[config.mk]
export PLATFORM = sky130hd
export DESIGN_NAME = acc_exec_unit
export DESIGN_NICKNAME = d
export VERILOG_FILES = /design/src/rtl/acc_exec_pkg.sv /design/src/rtl/acc_exec_decode.sv /design/src/rtl/acc_exec_arith.sv /design/src/rtl/acc_exec_logic.sv /design/src/rtl/acc_exec_unit.sv
export SDC_FILE = /design/constraint.sdc
export NUM_CORES = 1
export LEC_CHECK = 0
export BUFFER_PORTS_ARGS = -buffer_cell sky130_fd_sc_hd__buf_2
export CAP_MARGIN = 20
export CORE_ASPECT_RATIO = 0.6
export CORE_MARGIN = 5
export CORE_UTILIZATION = 42
export DETAILED_ROUTE_END_ITERATION = 16
export PLACE_DENSITY = 0.66
export SYNTH_ARGS = -nofsm -noshare
export SYNTH_HDL_FRONTEND = slang
export SYNTH_SLANG_ARGS = --single-unit
[constraint.sdc]
create_clock -name vclk -period 7.4
set_clock_uncertainty 0.05 [all_clocks]
set_input_delay 1.48 -clock vclk [all_inputs]
set_output_delay 1.48 -clock vclk [all_outputs]
set_load 0.1 [all_outputs]
[src/rtl/acc_exec_pkg.sv]
package acc_exec_pkg;
  localparam int INSN_W  = 13;
  localparam int DATA_W  = 8;
  localparam int RADDR_W = 6;
  localparam int NIB_W   = DATA_W / 2;
  localparam int BIDX_W  = $clog2(DATA_W);
  localparam int GRP_W   = 4;

  typedef enum logic [4:0] {
    X_NONE, X_MOVA, X_CLR, X_SUB, X_DEC, X_OR, X_AND, X_XOR, X_ADD,
    X_MOV, X_COM, X_INC, X_DJZ, X_RRC, X_RLC, X_SWAP, X_JZ, X_DAA,
    X_BCLR, X_BSET, X_BTST0, X_BTST1
  } xop_e;

  typedef struct packed {
    xop_e              op;
    logic              to_reg;
    logic [BIDX_W-1:0] bidx;
  } xctl_t;
endpackage

[src/rtl/acc_exec_decode.sv]
module acc_exec_decode
  import acc_exec_pkg::*;
(
  input  logic [INSN_W-1:0] insn,
  output xctl_t             ctl
);
  localparam int BANK_BIT  = INSN_W - 1;
  localparam int BITOP_BIT = INSN_W - 2;
  localparam int DIR_BIT   = RADDR_W;

  logic [GRP_W-1:0]   grp;
  logic [RADDR_W-1:0] raddr;
  logic               dir;

  assign grp   = insn[BITOP_BIT-1 -: GRP_W];
  assign raddr = insn[RADDR_W-1:0];
  assign dir   = insn[DIR_BIT];

  always_comb begin
    ctl.op     = X_NONE;
    ctl.to_reg = dir;
    ctl.bidx   = insn[RADDR_W +: BIDX_W];
    if (!insn[BANK_BIT]) begin
      if (insn[BITOP_BIT]) begin
        case (insn[BITOP_BIT-1 -: 2])
          2'b00:   ctl.op = X_BCLR;
          2'b01:   ctl.op = X_BSET;
          2'b10:   ctl.op = X_BTST0;
          default: ctl.op = X_BTST1;
        endcase
        ctl.to_reg = 1'b1;
      end else begin
        case (grp)
          4'd0: begin
            if (dir) ctl.op = X_MOVA;
            else if (raddr == RADDR_W'(1)) ctl.op = X_DAA;
          end
          4'd1: begin
            if (dir) ctl.op = X_CLR;
            else if (raddr == '0) ctl.op = X_CLR;
          end
          4'd2:    ctl.op = X_SUB;
          4'd3:    ctl.op = X_DEC;
          4'd4:    ctl.op = X_OR;
          4'd5:    ctl.op = X_AND;
          4'd6:    ctl.op = X_XOR;
          4'd7:    ctl.op = X_ADD;
          4'd8:    ctl.op = X_MOV;
          4'd9:    ctl.op = X_COM;
          4'd10:   ctl.op = X_INC;
          4'd11:   ctl.op = X_DJZ;
          4'd12:   ctl.op = X_RRC;
          4'd13:   ctl.op = X_RLC;
          4'd14:   ctl.op = X_SWAP;
          default: ctl.op = X_JZ;
        endcase
      end
    end
  end
endmodule

[src/rtl/acc_exec_arith.sv]
module acc_exec_arith
  import acc_exec_pkg::*;
(
  input  xop_e              op,
  input  logic [DATA_W-1:0] acc,
  input  logic [DATA_W-1:0] rdat,
  input  logic              cin,
  output logic [DATA_W-1:0] res,
  output logic              cout,
  output logic              hout
);
  localparam logic [NIB_W-1:0] NIB_MAX_BCD = NIB_W'(9);
  localparam logic [NIB_W-1:0] NIB_FIX     = NIB_W'(6);
  localparam logic [DATA_W-1:0] BYTE_MAX_BCD = {NIB_MAX_BCD, NIB_MAX_BCD};

  logic [DATA_W-1:0] opb;
  logic              ci;
  logic [NIB_W:0]    lo_sum;
  logic [NIB_W:0]    hi_sum;
  logic              lo_fix, hi_fix;
  logic [DATA_W-1:0] daa_adj;

  always_comb begin
    opb = acc;
    ci  = 1'b0;
    case (op)
      X_SUB:        begin opb = ~acc; ci = 1'b1; end
      X_INC, X_JZ:  begin opb = '0;   ci = 1'b1; end
      X_DEC, X_DJZ: begin opb = '1;   ci = 1'b0; end
      default:      begin opb = acc;  ci = 1'b0; end
    endcase
  end

  // Two nibble-wide stages expose the digit carry without a second adder
  assign lo_sum = {1'b0, rdat[NIB_W-1:0]} + {1'b0, opb[NIB_W-1:0]} + (NIB_W+1)'(ci);
  assign hi_sum = {1'b0, rdat[DATA_W-1:NIB_W]} + {1'b0, opb[DATA_W-1:NIB_W]}
                + (NIB_W+1)'(lo_sum[NIB_W]);

  assign lo_fix  = acc[NIB_W-1:0] > NIB_MAX_BCD;
  assign hi_fix  = cin | (acc > BYTE_MAX_BCD);
  assign daa_adj = {(hi_fix ? NIB_FIX : '0), (lo_fix ? NIB_FIX : '0)};

  always_comb begin
    if (op == X_DAA) begin
      res  = acc + daa_adj;
      cout = hi_fix;
      hout = 1'b0;
    end else begin
      res  = {hi_sum[NIB_W-1:0], lo_sum[NIB_W-1:0]};
      cout = hi_sum[NIB_W];
      hout = lo_sum[NIB_W];
    end
  end
endmodule

[src/rtl/acc_exec_logic.sv]
module acc_exec_logic
  import acc_exec_pkg::*;
(
  input  xop_e              op,
  input  logic [BIDX_W-1:0] bidx,
  input  logic [DATA_W-1:0] acc,
  input  logic [DATA_W-1:0] rdat,
  input  logic              cin,
  output logic [DATA_W-1:0] res,
  output logic              cout,
  output logic              bit_val
);
  logic [DATA_W-1:0] bsel;

  for (genvar gi = 0; gi < DATA_W; gi++) begin : g_bsel
    assign bsel[gi] = (bidx == BIDX_W'(gi));
  end

  assign bit_val = |(rdat & bsel);

  always_comb begin
    res  = rdat;
    cout = cin;
    case (op)
      X_OR:    res = rdat | acc;
      X_AND:   res = rdat & acc;
      X_XOR:   res = rdat ^ acc;
      X_MOV:   res = rdat;
      X_MOVA:  res = acc;
      X_COM:   res = ~rdat;
      X_CLR:   res = '0;
      X_RRC:   begin res = {cin, rdat[DATA_W-1:1]}; cout = rdat[0]; end
      X_RLC:   begin res = {rdat[DATA_W-2:0], cin}; cout = rdat[DATA_W-1]; end
      X_SWAP:  res = {rdat[NIB_W-1:0], rdat[DATA_W-1:NIB_W]};
      X_BCLR:  res = rdat & ~bsel;
      X_BSET:  res = rdat | bsel;
      default: res = rdat;
    endcase
  end
endmodule

[src/rtl/acc_exec_unit.sv]
module acc_exec_unit
  import acc_exec_pkg::*;
(
  input  logic [INSN_W-1:0] insn,
  input  logic [DATA_W-1:0] acc_in,
  input  logic [DATA_W-1:0] rdata,
  input  logic              c_in,
  output logic [DATA_W-1:0] result,
  output logic              to_regfile,
  output logic              wr_en,
  output logic              z_flag,
  output logic              z_we,
  output logic              c_flag,
  output logic              c_we,
  output logic              dc_flag,
  output logic              dc_we,
  output logic              skip
);
  xctl_t             ctl;
  logic [DATA_W-1:0] ar_res, lg_res;
  logic              ar_c, ar_h, lg_c, bit_val;
  logic              use_arith;

  acc_exec_decode u_dec (.insn(insn), .ctl(ctl));

  acc_exec_arith u_arith (
    .op(ctl.op), .acc(acc_in), .rdat(rdata), .cin(c_in),
    .res(ar_res), .cout(ar_c), .hout(ar_h)
  );

  acc_exec_logic u_logic (
    .op(ctl.op), .bidx(ctl.bidx), .acc(acc_in), .rdat(rdata), .cin(c_in),
    .res(lg_res), .cout(lg_c), .bit_val(bit_val)
  );

  assign use_arith = ctl.op inside {X_ADD, X_SUB, X_INC, X_DEC, X_JZ, X_DJZ, X_DAA};
  assign result    = use_arith ? ar_res : lg_res;
  assign z_flag    = ~|result;
  assign c_flag    = use_arith ? ar_c : lg_c;
  assign dc_flag   = ar_h;

  always_comb begin
    wr_en = 1'b1;
    z_we  = 1'b0;
    c_we  = 1'b0;
    dc_we = 1'b0;
    skip  = 1'b0;
    case (ctl.op)
      X_NONE:  wr_en = 1'b0;
      X_BTST0: begin wr_en = 1'b0; skip = ~bit_val; end
      X_BTST1: begin wr_en = 1'b0; skip = bit_val; end
      X_ADD, X_SUB: begin z_we = 1'b1; c_we = 1'b1; dc_we = 1'b1; end
      X_OR, X_AND, X_XOR, X_MOV, X_COM, X_INC, X_DEC, X_CLR: z_we = 1'b1;
      X_RRC, X_RLC, X_DAA: c_we = 1'b1;
      X_DJZ, X_JZ: skip = ~|result;
      default: ;
    endcase
  end

  assign to_regfile = wr_en & ctl.to_reg;
endmodule

Word level (Yosys, flattened, before mapping)
Index checks and enable logic that the tools add are counted.

Word-level logic and storage cells: 106. Register bits after elaboration: 0.

Order comparisons: 2. Bitwise gates (word level): 12. $add $sub $neg: 5. Reductions and logical operators: 17. Equality and inequality tests: 45. Muxes and demuxes: 25.

Operators by type and width (number): $pmux W8 S11 (1); $pmux W5 S15 (1); $eq A5 B4 Y1 const B (8); $eq A5 B5 Y1 const B (6); $eq A4 B4 Y1 const B (7); $and A8 B8 Y8 (3); $not A8 Y8 (3); $pmux W8 S3 (1); $eq A5 B3 Y1 const B (4); $mux W5 (4); $eq A4 B3 Y1 const B (4); $mux W8 (2); $or A8 B8 Y8 (2); $reduce_or A8 Y1 (2); $eq A3 B3 Y1 const B (4); $add A4 B4 Y5 (2); $add A5 B1 Y5 (2); $eq A5 B2 Y1 const B (2); $reduce_or A10 Y1 (1); $mux W1 (9); $pmux W3 S3 (1); $add A8 B8 Y8 (1); $eq A4 B2 Y1 const B (2); $gt A8 B8 Y1 const B (1); 27 further kinds (33).

Logic depth before layout (Yosys ltp)
Word-level depth: 17. Mapped depth: 23.

Hierarchy
Synthesis repeated with hierarchy kept, for this count alone.

Cell total of the unflattened synthesis: 372. Area total of the unflattened synthesis: 2666.3 um^2.

By module, submodules not included: acc_exec_logic (cells each 190, times used 1, sequential area each 0.0 um^2, area an instance 1305.0 um^2); acc_exec_arith (cells each 103, times used 1, sequential area each 0.0 um^2, area an instance 764.5 um^2); acc_exec_unit (cells each 50, times used 1, sequential area each 0.0 um^2, area an instance 396.6 um^2); acc_exec_decode (cells each 29, times used 1, sequential area each 0.0 um^2, area an instance 200.2 um^2).

Least setup slack after synthesis
OpenSTA, ideal clock, no wires.

Path type: input -> output. Start: input port insn[8]. End: output port skip. Slack: -2.668 ns. Buffers on the path: 2. Arrival time: 8.538 ns. Stages on the path: 20. Data required time: 5.870 ns. Cell sequence: buf_2 > xor2_1 > o21ai_0 > nor2_2 > clkbuf_1 > nor2_1 > a21boi_1 > a211oi_1 > fa_1 > inv_1 > fa_1 > a21o_1 > a21oi_1 > fa_1 > fa_1 > xnor2_1 > a21oi_1 > nand4b_1 > or4_4 > o31ai_2.

Word-level cells in the longest chain between the ends: 15. Elaborated cells on any way between the ends: 69.

Ends and longest elaborated chain: from (decl) (RTL line acc_exec_unit.sv:4) `input logic [INSN_W-1:0] insn,`; $eq A4 B4 Y1, or another cell as far along (RTL line acc_exec_decode.sv:33) `case (grp)`; $pmux W5 S15 (RTL line acc_exec_decode.sv:33); $mux W5 (RTL line acc_exec_decode.sv:24) `if (insn[BITOP_BIT]) begin`; $mux W6 (RTL line acc_exec_decode.sv:23) `if (!insn[BANK_BIT]) begin`; $eq A5 B3 Y1, or another cell as far along (RTL line acc_exec_arith.sv:26, acc_exec_unit.sv:36); $reduce_or A2 Y1, on equally long branches; $pmux W8 S3 (RTL line acc_exec_arith.sv:26) `case (op)`; $add A4 B4 Y5 (RTL line acc_exec_arith.sv:35) `assign lo_sum = {1'b0, rdat[NIB_W-1:0]} + {1'b0, opb[NIB_W-1:0]} + (NIB_W+1)'(ci);`; $add A5 B1 Y5 (RTL line acc_exec_arith.sv:35); $add A5 B1 Y5 (RTL line acc_exec_arith.sv:37) `+ (NIB_W+1)'(lo_sum[NIB_W]);`; $mux W8 (RTL line acc_exec_arith.sv:44) `if (op == X_DAA) begin`; $mux W8 * (RTL line acc_exec_unit.sv:37) `assign result = use_arith ? ar_res : lg_res;`; net result[6] (RTL line acc_exec_unit.sv:8) `output logic [DATA_W-1:0] result,`; $reduce_or A8 Y1 * (RTL line acc_exec_unit.sv:55) `X_DJZ, X_JZ: skip = ~|result;`; $logic_not A1 Y1 * (RTL line acc_exec_unit.sv:55); $pmux W1 S3 * (RTL line acc_exec_unit.sv:48) `case (ctl.op)`; to (decl) (RTL line acc_exec_unit.sv:17) `output logic skip`.

The timed path passes the listed nets; every way through them passes the cells marked *.

Final worst setup path
Start: input port insn[10]. End: output port skip.

Word-level cells in the longest chain between the ends: 15. Elaborated cells on any way between the ends: 59.

Ends and longest elaborated chain (RTL line): $eq A4 B4 Y1, or another cell as far along (acc_exec_decode.sv:33); $pmux W5 S15 or $pmux W3 S3 (tied branches) (acc_exec_decode.sv:33, acc_exec_decode.sv:25); $mux W5 * (acc_exec_decode.sv:24); $mux W6 * (acc_exec_decode.sv:23); $eq A5 B3 Y1, or another cell as far along (acc_exec_arith.sv:26, acc_exec_unit.sv:36); $reduce_or A2 Y1, on equally long branches; $pmux W8 S3 (acc_exec_arith.sv:26); $add A4 B4 Y5 (acc_exec_arith.sv:35); $add A5 B1 Y5 (acc_exec_arith.sv:35); $add A5 B1 Y5 (acc_exec_arith.sv:37); $mux W8 (acc_exec_arith.sv:44); $mux W8 (acc_exec_unit.sv:37); $reduce_or A8 Y1 (acc_exec_unit.sv:55); $logic_not A1 Y1 (acc_exec_unit.sv:55); $pmux W1 S3 * (acc_exec_unit.sv:48).

Every way passes the cells marked *; elsewhere a longest branch is shown, timed or not.

==> results.sh <==
export IMPL_violations="setup timing"
export IMPL_area_delta_synth_final_pct=37.96
export IMPL_io_buffers=47
export IMPL_n_fill_cell=592
export IMPL_fp_dieW_um=111.5
export IMPL_post_drt_wl_per_cell_um=22.80
export IMPL_drive_gt1_share_pct=31.83
export IMPL_crit_path_start_kind="primary input"
export IMPL_place_area_um2=3455
export IMPL_first_pass_iters=6
export IMPL_cp_end_kind="primary output"
export IMPL_drtIter0Drc=569
export IMPL_gp_congestion=1.016
export IMPL_drc_errors=0
export IMPL_slew_headroom_pct=43.58
export IMPL_grt_pass1_wl_um=19740
export IMPL_crit_slowest_cell="or4_4"
export IMPL_register_area_um2=0
export IMPL_fin_crit_ns=7.454
export IMPL_totalWireLength_um=13020
export IMPL_dp_hpwl_um=10630
export IMPL_min_path_type="in2out"
export IMPL_path_cells="buf_6, or4_4, buf_6, a21oi_4, nor2_4, nand4_1, a21boi_4, a211oi_2, fa_2, inv_2, fa_2, a21o_1, a21oi_2, fa_2, fa_2, xnor2_1, a21oi_1, nand4b_1, or4_4, o31ai_4, buf_12"
export IMPL_vias=3808
export IMPL_powerDensity_nw_per_um2=109.1
export IMPL_nFlopsAndLatches=0
export IMPL_hold_buffers=0
export IMPL_overflow=0
export IMPL_required_ns=5.87
export IMPL_initial_core_util_pct=42.83
export IMPL_core_area_um2=6056
export IMPL_crit_fanout=5
export IMPL_n_antenna_cell=0
export IMPL_fp_dieArea_um2=7898
export IMPL_yosysWarningCount=0
export IMPL_final_cell_area_um2=3578
export IMPL_setup_viol=2
export IMPL_grt_max_degree=18
export IMPL_maxCapViolCount=0
export IMPL_rows=22
export IMPL_track_usage_pct=31.21
export IMPL_multi_input_area_um2=2530
export IMPL_worst_slack_ns=-0.05444
export IMPL_synth_avg_cell_area_um2=6.452
export IMPL_cp_arrival_ns=5.92
export IMPL_crit_buf_inv=4
export IMPL_final_nets=533
export IMPL_setup_worst_path_class="in2out"
export IMPL_synth_seq_area_share_pct=0
export IMPL_finalHoldViolations=0
export IMPL_netlist_area_um2=2594
export IMPL_slew_violations=0
export IMPL_synth_cells=402
export IMPL_worst_pin_slew_ns=0.8464
export IMPL_vias_per_cell=6.669
export IMPL_cpMostUsedCell="fa_2"
export IMPL_ys_types=71
export IMPL_p_leak_nw=1.485
export IMPL_ir_drop_mv=0.1005
export IMPL_grt_setup_unrepaired="yes"
export IMPL_nClkBuffers=0
export IMPL_outcome="complete, but fails checks"
export IMPL_fin_crit_sh_pct=100.7
export IMPL_ant_nets=0
export IMPL_grt_pass1_vias=3516
export IMPL_io_pins=47
export IMPL_setup_tns_ns=-0.1057
export IMPL_cp_top_family="simple AND/OR/NAND/NOR gates"
export IMPL_antenna_found_initial=0
export IMPL_max_freq_mhz=134.1
export IMPL_syn_nets=446
export IMPL_slowest_delay_ns=0.59
export IMPL_die_y_um=70.87
## worst min-delay path: cells and delay by family
kind / cells / cell delay, ns
buffers and inverters: 3 / 0.59
AOI/OAI and AO/OA: 1 / 0.07
## layout make-up
type | count | area share (%)
multi-input cells | 354 | 70.70
well taps | 84 | 2.937
inverters | 14 | 1.469
repair buffers | 119 | 24.90
## layout by cell type, fill, tap and decap left out, types with 7 or more instances in the layout
cell type,n
a21o_1,15
a21oi_1,31
a31oi_1,8
buf_12,7
buf_2,39
buf_4,71
ha_1,10
inv_1,13
nand2_1,47
nand3_1,19
nor2_1,16
nor2b_1,7
o211ai_1,17
o21ai_0,20
o22ai_1,9
xnor2_1,11
## through the flow
stage | power (W) | cells | hold slack [ns] | worst slack [ns] | util, %
2_1_floorplan | 0.0002444 | 402 | 3.402 | -1.689 | -
3_3_place_gp | 0.0003631 | 559 | 3.580 | -0.02852 | 57.05
3_5_place_dp | 0.0003643 | 559 | 3.567 | -0.1197 | 57.05
4_1_cts | 0.0003756 | 569 | 3.563 | -0.04961 | 58.51
5_1_grt | 0.0004081 | 571 | 3.606 | -0.2054 | 59.09
6_report | 0.0003903 | 571 | 3.579 | -0.05444 | 59.09
## final timing paths
path	start	to	slack (ns)	cells past startpoint
max	insn[10]	skip	-0.05	21
min	rdata[1]	result[1]	3.58	4
## per-layer routing
metal | share of wire [%] | global-route usage (%) | vias to the layer above | wire, um
met2 | 37 | 41.22 | 327 | 4808
met1 | 43 | 47.00 | 1734 | 5636
met4 | 1.1 | 3.914 | 0 | 138
met3 | 19 | 13.59 | 20 | 2434
met5 | 0 | 0 | - | 0
li1 | - | - | 1727 | -
## Yosys cell counts, types with 6 or more instances
cell      count  share of area, %
a211oi_1      9               2.6
a21o_1       15               4.3
a21oi_1      34               6.6
a22oi_1       6               1.7
a31oi_1       8               1.9
buf_2         7               1.4
clkbuf_1     22               3.2
ha_1         10               4.8
inv_1        14               2.0
nand2_1      47               6.8
nand3_1      19               3.7
nand4_1       6               1.4
nor2_1       19               2.7
nor2b_1       7               1.7
nor3_1        6               1.2
o211ai_1     17               4.9
o21a_1        6               1.7
o21ai_0      22               4.2
o22ai_1       9               2.2
xnor2_1      11               3.7
## kinds of logic (layout without fill, tap and decap cells)
logic type               count (synthesis)  count (layout)  synth area share, %
AND/OR/NAND/NOR                        144             144                29.23
XOR/XNOR                                16              16                5.403
buffers and inverters                   48             133                7.718
AO/OA/AOI/OAI                          174             174                47.37
adder cells (fa/ha/maj)                 14              14                7.911
multiplexers                             6               6                2.364
## repair_timing
item / 4_1_cts / 5_1_grt
setup endpoints to repair: 2 / 4
gates resized for setup: 4 / 4
setup buffers: 10 / 2
gates cloned: 0 / 0
pin swaps: 18 / 9
## power breakdown
| part | internal (W) | leakage (nW) | switching, W | total (W) |
|---|---|---|---|---|
| sequential | 0 | 0 | 0 | 0 |
| clock | 0 | 0 | 0 | 0 |
| combinational | 0.000135 | 1.48 | 0.000255 | 0.000390 |
No activity file was read; power rests on OpenSTA's default activity.
